==> src/rtl/bma_pkg.sv <==
package bma_pkg;

    typedef enum logic [2:0] {
        ST_IDLE      = 3'd0,
        ST_REQUEST   = 3'd1,
        ST_WAIT_IDLE = 3'd2,
        ST_OWN       = 3'd3,
        ST_RELEASE   = 3'd4
    } acq_state_e;

    localparam int unsigned ASYNC_LINES = 5;

endpackage

==> src/rtl/bma_sync.sv <==
module bma_sync #(
    parameter int unsigned WIDTH     = 1,
    parameter int unsigned STAGES    = 2,
    parameter logic [WIDTH-1:0] RST_VAL = '1
) (
    input  logic             clk,
    input  logic             rst_n,
    input  logic [WIDTH-1:0] din,
    output logic [WIDTH-1:0] dout
);

    logic [WIDTH-1:0] pipe [STAGES];

    always_ff @(posedge clk or negedge rst_n) begin
        if (!rst_n) pipe[0] <= RST_VAL;
        else        pipe[0] <= din;
    end

    for (genvar s = 1; s < STAGES; s++) begin : g_stage
        always_ff @(posedge clk or negedge rst_n) begin
            if (!rst_n) pipe[s] <= RST_VAL;
            else        pipe[s] <= pipe[s-1];
        end
    end

    assign dout = pipe[STAGES-1];

endmodule

==> src/rtl/bma_idle_qual.sv <==
module bma_idle_qual #(
    parameter bit STROBE_ONLY = 1'b0
) (
    input  logic strobe_n_s,
    input  logic xack0_n_s,
    input  logic xack1_n_s,
    input  logic shared_n_s,
    output logic bus_idle
);

    logic all_quiet;

    assign all_quiet = strobe_n_s & xack0_n_s & xack1_n_s & shared_n_s;
    assign bus_idle  = STROBE_ONLY ? strobe_n_s : all_quiet;

endmodule

==> src/rtl/bma_fsm.sv <==
module bma_fsm
    import bma_pkg::*;
(
    input  logic       clk,
    input  logic       rst_n,
    input  logic       need,
    input  logic       done,
    input  logic       grant_seen,
    input  logic       bus_idle,
    output acq_state_e state_o,
    output logic       req_pull,
    output logic       ack_pull,
    output logic       owner
);

    acq_state_e state_q;
    acq_state_e state_d;

    always_ff @(posedge clk or negedge rst_n) begin
        if (!rst_n) state_q <= ST_IDLE;
        else        state_q <= state_d;
    end

    always_comb begin
        state_d = state_q;
        unique case (state_q)
            ST_IDLE: begin
                if (need) state_d = ST_REQUEST;
            end
            ST_REQUEST: begin
                if (!need)          state_d = ST_IDLE;
                else if (grant_seen) state_d = ST_WAIT_IDLE;
            end
            ST_WAIT_IDLE: begin
                if (bus_idle) state_d = ST_OWN;
            end
            ST_OWN: begin
                if (done) state_d = ST_RELEASE;
            end
            ST_RELEASE: begin
                state_d = ST_IDLE;
            end
            default: state_d = ST_IDLE;
        endcase
    end

    always_comb begin
        req_pull = 1'b0;
        ack_pull = 1'b0;
        owner    = 1'b0;
        unique case (state_q)
            ST_IDLE:      ;
            ST_REQUEST:   req_pull = 1'b1;
            ST_WAIT_IDLE: req_pull = 1'b1;
            ST_OWN: begin
                ack_pull = 1'b1;
                owner    = 1'b1;
            end
            ST_RELEASE:   ;
            default:      ;
        endcase
    end

    assign state_o = state_q;

endmodule

==> src/rtl/bus_master_acq.sv <==
module bus_master_acq
    import bma_pkg::*;
#(
    parameter bit          STROBE_ONLY = 1'b0,
    parameter int unsigned SYNC_STAGES = 2
) (
    input  logic clk,
    input  logic rst_n,
    input  logic need_i,
    input  logic done_i,
    input  logic grant_n_i,
    input  logic strobe_n_i,
    input  logic xack0_n_i,
    input  logic xack1_n_i,
    input  logic shared_ack_n_i,
    output logic req_pull_o,
    output logic ack_pull_o,
    output logic owner_o
);

    localparam int unsigned NLINES = ASYNC_LINES;

    logic [NLINES-1:0] raw_n;
    logic [NLINES-1:0] sync_n;
    logic              grant_seen;
    logic              bus_idle;
    acq_state_e        state;

    assign raw_n = {shared_ack_n_i, xack1_n_i, xack0_n_i, strobe_n_i, grant_n_i};

    bma_sync #(
        .WIDTH   (NLINES),
        .STAGES  (SYNC_STAGES),
        .RST_VAL ({NLINES{1'b1}})
    ) u_sync (
        .clk  (clk),
        .rst_n(rst_n),
        .din  (raw_n),
        .dout (sync_n)
    );

    assign grant_seen = ~sync_n[0];

    bma_idle_qual #(
        .STROBE_ONLY(STROBE_ONLY)
    ) u_qual (
        .strobe_n_s(sync_n[1]),
        .xack0_n_s (sync_n[2]),
        .xack1_n_s (sync_n[3]),
        .shared_n_s(sync_n[4]),
        .bus_idle  (bus_idle)
    );

    bma_fsm u_fsm (
        .clk       (clk),
        .rst_n     (rst_n),
        .need      (need_i),
        .done      (done_i),
        .grant_seen(grant_seen),
        .bus_idle  (bus_idle),
        .state_o   (state),
        .req_pull  (req_pull_o),
        .ack_pull  (ack_pull_o),
        .owner     (owner_o)
    );

endmodule

==> config.mk <==
export PLATFORM = sky130hd
export DESIGN_NAME = bus_master_acq
export DESIGN_NICKNAME = d
export VERILOG_FILES = /design/src/rtl/bma_pkg.sv /design/src/rtl/bma_sync.sv /design/src/rtl/bma_idle_qual.sv /design/src/rtl/bma_fsm.sv /design/src/rtl/bus_master_acq.sv
export SDC_FILE = /design/constraint.sdc
export NUM_CORES = 1
export LEC_CHECK = 0
export ABC_CLOCK_PERIOD_IN_PS = 2230
export BUFFER_PORTS_ARGS = -buffer_cell sky130_fd_sc_hd__buf_2
export CAP_MARGIN = 40
export CORE_MARGIN = 3
export CORE_UTILIZATION = 30
export CTS_CLUSTER_DIAMETER = 60
export DETAILED_ROUTE_END_ITERATION = 12
export HOLD_SLACK_MARGIN = 0.02
export PLACE_DENSITY = 0.55
export SLEW_MARGIN = 40
export SYNTH_ARGS = -nofsm -noshare
export SYNTH_HDL_FRONTEND = slang
export SYNTH_SLANG_ARGS = --single-unit
export TNS_END_PERCENT = 1
==> constraint.sdc <==
create_clock -name clk -period 2.23 [get_ports clk]
set_input_delay 0.446 -clock clk [delete_from_list [all_inputs] [get_ports clk]]
set_output_delay 0.446 -clock clk [all_outputs]
set_load 0.005 [all_outputs]
[Word level (Yosys, flattened, before mapping)]
Index checks and enable logic that the tools add are counted.
Word-level totals
  register bits after elaboration: 13
  RAM bits: 0
  output and inout bits: 3
  memory bits (read-only): 0
  bits of input ports: 9
  memories kept: 0
  bits in latches: 0
  logic and storage cells: 24
Cells by class
  muxes and demuxes: 8
  equal/unequal tests: 7
  bitwise gates (word level): 3
  divide/modulo/power cells: 0
  multipliers: 0
  $add $sub $neg: 0
  order comparisons: 0
  shifts and indexed selects: 0
  reduce and logical (&&, ||, !) cells: 3
Operator list (number)
  3-bit 2-to-1 mux: 5
  3-bit case mux with 4 select lines: 1
  3-bit by 2-bit == test with 1-bit output, second input constant: 2
  2-bit inequality test, second input constant: 3
  4-bit AND reduction: 1
  1-bit bitwise AND: 3
  3-bit by 1-bit == test with 1-bit output, second input constant: 1
  3-bit zero test: 1
  3-bit inequality test, second input constant: 1
  1-bit 2-to-1 mux: 2
  2-bit OR reduction: 1

[Longest topological paths before layout]
  depth after elaboration: 5
  mapped depth: 4
  depth with buffers taken out: 3

[By module]
From an unflattened synthesis, not the netlist that was laid out.
Second synthesis, totals
  cell total of the unflattened synthesis: 32
  area, all modules: 490.5 sq um
By module, submodules not included
  bma_sync: sequential area each 262.8 sq um, instances 1, cells each 15, area an instance 300.3 sq um
  bma_fsm: sequential area each 75.1 sq um, instances 1, cells each 15, area an instance 177.7 sq um
  bma_idle_qual: sequential area each 0.0 sq um, instances 1, cells each 1, area an instance 8.8 sq um
  bus_master_acq: sequential area each 0.0 sq um, instances 1, cells each 1, area an instance 3.8 sq um

[Worst setup path before layout]
No wires, ideal clock.
  kind: register -> output
  from: reg u_fsm.state_q[1] (netlist: u_fsm.state_o[1])
  to: out owner_o
  path buffers: 2
  required time: 1.784 ns
  stages on the path, launching flop included: 5
  setup slack: 0.981 ns
  arrival time: 0.803 ns
  cells stage by stage: dfrtp_1 > buf_2 > nand2_1 > nor2_1 > buf_4
On the way
  longest elaborated chain between the ends: 2
RTL lines
  start: declaration: line bma_fsm.sv:16  | acq_state_e state_q;
  start signal: assignment: line bma_fsm.sv:21  | else state_q <= state_d;
  3-bit by 2-bit == test with 1-bit output
  1-bit 2-to-1 mux
  end: declaration: line bus_master_acq.sv:18  | output logic owner_o
Every way passes these cells.

[Worst setup path after layout]
  from: reg u_fsm.state_q[1] (netlist: u_fsm.state_o[1])
  to: out owner_o
On the way
  longest elaborated chain between the ends: 2
RTL lines
  3-bit by 2-bit == test with 1-bit output: line bma_fsm.sv:51  | unique case (state_q)
  1-bit 2-to-1 mux: line bma_fsm.sv:51
Every way passes these cells.

==> reports/qor.yml <==
cts:
  clk_latency_ns: 0.26
  clockBufferDepth: 2
  cts_resized: 0
  cts_hold_buf: 0
  clk_pin_slew_ns: 0.08
  htree_levels: 1
  cts_buffers: 3
  tritoncts: "done"
  root_buffer: "clkbuf_4"
  cts_setup_buffers: 0
  cts_sinks: 13
global_route:
  grt_max_degree: 14
  grt_pass1_vias: 295
  grt_pass1_wl_um: 1210
  grt-ovfl-total: 0
  track_usage: 0.0859
  grt_antenna_before_repair: 0
finish:
  drive_gt1_frac: 0.605
  diodes: 0
  area_growth_pct: 20.1
  layout_commonest_cell: "buf_2"
  final_cell_mix: "buf_2, dfstp_2, nor2_1"
  fin_area_um2: 531
  nNetsFinal: 53
status:
  status: "complete, no violations"
power:
  swShare: 0.283
  clkPwrFrac: 0.243
  vdd.ir_drop.worst_v: 0.000403
  p_total_uw: 560
  p_int_uw: 402
  p_sw_uw: 159
  power_frac_comb: 0.204
  leakagePower_nw: 0.244
  power_density_nw_per_um2: 1060
  p_seq_frac: 0.554
sta:
  relSlewSlack: 0.809
  report.final.slew_viol_count: 0
  setup_viol: 0
  post-route-min-period_ns: 1.55
  fmax_ghz: 0.645
  fin_crit_sh: 0.695
  tightestPinTransition_ns: 0.286
  hold_viol: 0
  tns_ns: 0
  clock_skew_ns: 0.00612
  grt_setup_unrepaired: "false"
die:
  coreArea_um2: 1330
  fp.dieW_um: 44.4
  std_cell_rows: 13
  start_util: 0.331
  dieArea_um2: 1970
  ios: 12
  fp.dieH_um: 44.4
setup_path:
  arrival_ns: 1.10
  cp_slowest_cell: "dfrtp_1"
  worstSetupPathType: "register to output port"
  path_cells: "nand2_1, nor2_1, buf_2"
  critPathMaxFanout: 8
  critPathMaxStageDelay_ns: 0.48
  crit_family: "flip-flops"
  critPathCaptureType: "output port"
  timing.critical_path.buf_inv: 1
  startpoint_type: "register"
  crit_required_ns: 1.78
yosys:
  ys_seq_area_frac: 0.765
  ys_ff_latch: 13
  ys_types: 14
  syn_inst: 30
  synthTopCellsByArea: "dfstp_2, dfrtp_1, a2111oi_2, nor2_1, nand2_1"
  syn_area_per_cell_um2: 14.7
  ys_warn_count: 0
  yosys.area.top_type: "dfstp_2"
  synth_top_cell_area_share: 0.595
  synth_fp_nets: 39
  syn_area_um2: 442
route:
  vias_per_cell: 4.41
  drc: 0
  wl_um: 663
  wl_per_cell_um: 11.4
  final_antenna_net_count: 0
  drt_iter0_markers: 2
  first_pass_iters: 2
  num_vias: 256
worst_hold_path:
  hold_class: "input port to async pin"
placed_design:
  dp.final_hpwl_um: 536
  portBuffers: 11
  gp_congestion: 0.619
  place_area_um2: 503
job:
  cap_violations: 0
-- kinds of logic (layout without fill, tap and decap cells) --
logic type             Yosys count  count (layout)  share of synthesized area
AO/OA/AOI/OAI                    3               3                     0.0566
XOR/XNOR                         1               1                     0.0198
buffers and inverters            2              15                     0.0283
flip-flops                      13              13                      0.765
AND/OR/NAND/NOR                 11              11                      0.130
-- sequential cells by signal, indices dropped and copies added, names as in the netlist --
name	count
u_fsm.state_o	3
u_sync.dout	5
u_sync.pipe	5
-- metrics by stage --
step	setup slack (ns)	hold slack (ns)	utilization	instances
detailed placement	0.965	0.338	0.377	54
floorplan	0.981	0.150	-	30
CTS	0.670	0.0431	0.398	58
global route	0.554	0.0308	0.398	58
finish	0.679	0.0430	0.398	58
global placement	1.01	0.335	0.377	54
-- routing by layer --
metal,wire length (um),global-route usage,part of all wire,up-vias
li1,-,-,-,123
met4,0,0.0120,0,0
met2,369,0.142,0.56,7
met3,32,0.0528,0.048,0
met1,260,0.0961,0.39,126
met5,0,0,0,-
-- cells in the mapped netlist, drive strengths merged --
master,count
a2111oi,1
a21oi,1
and2,1
and3b,1
buf,2
dfrtp,3
dfstp,10
nand2,3
nand4,1
nor2,4
nor4bb,1
o21ai,1
xnor2,1
-- layout make-up --
class | instances | area (um2)
clock buffers | 3 | 22.5
well taps | 15 | 18.8
fillers | 131 | 803
clock inverters | 1 | 5.00
multi-input cells | 15 | 91.3
flip-flops and latches | 13 | 338
repair buffers | 11 | 55.1
-- worst reg2reg max path: stages (launching register included) --
cell,delay [ns]
dfstp_2,0.53
nand4_1,0.07
and3b_1,0.19
a2111oi_2,0.34
-- worst paths after layout --
path,start,endpoint,slack (ns),depth (start not counted)
max in group asynchronous,rst_n,u_sync.dout[2],1.91,1
worst max-delay path,u_fsm.state_o[1],owner_o,0.68,3
worst max register to register,u_sync.dout[1],u_fsm.state_o[0],0.98,3
worst min-delay path,rst_n,u_fsm.state_o[2],0.04,1
min in group clk,strobe_n_i,u_sync.pipe[6],0.27,1
worst min register to register,u_sync.pipe[9],u_sync.dout[4],0.36,0
-- power groups by stage --
stage	logic [mW]	clock network, mW	registers [mW]
floorplan	0.0935	0	0.293
global placement	0.109	0	0.309
detailed placement	0.117	0	0.314
CTS	0.117	0.143	0.310
global route	0.131	0.160	0.316
finish	0.114	0.136	0.310
(Power assumes the default switching activity.)
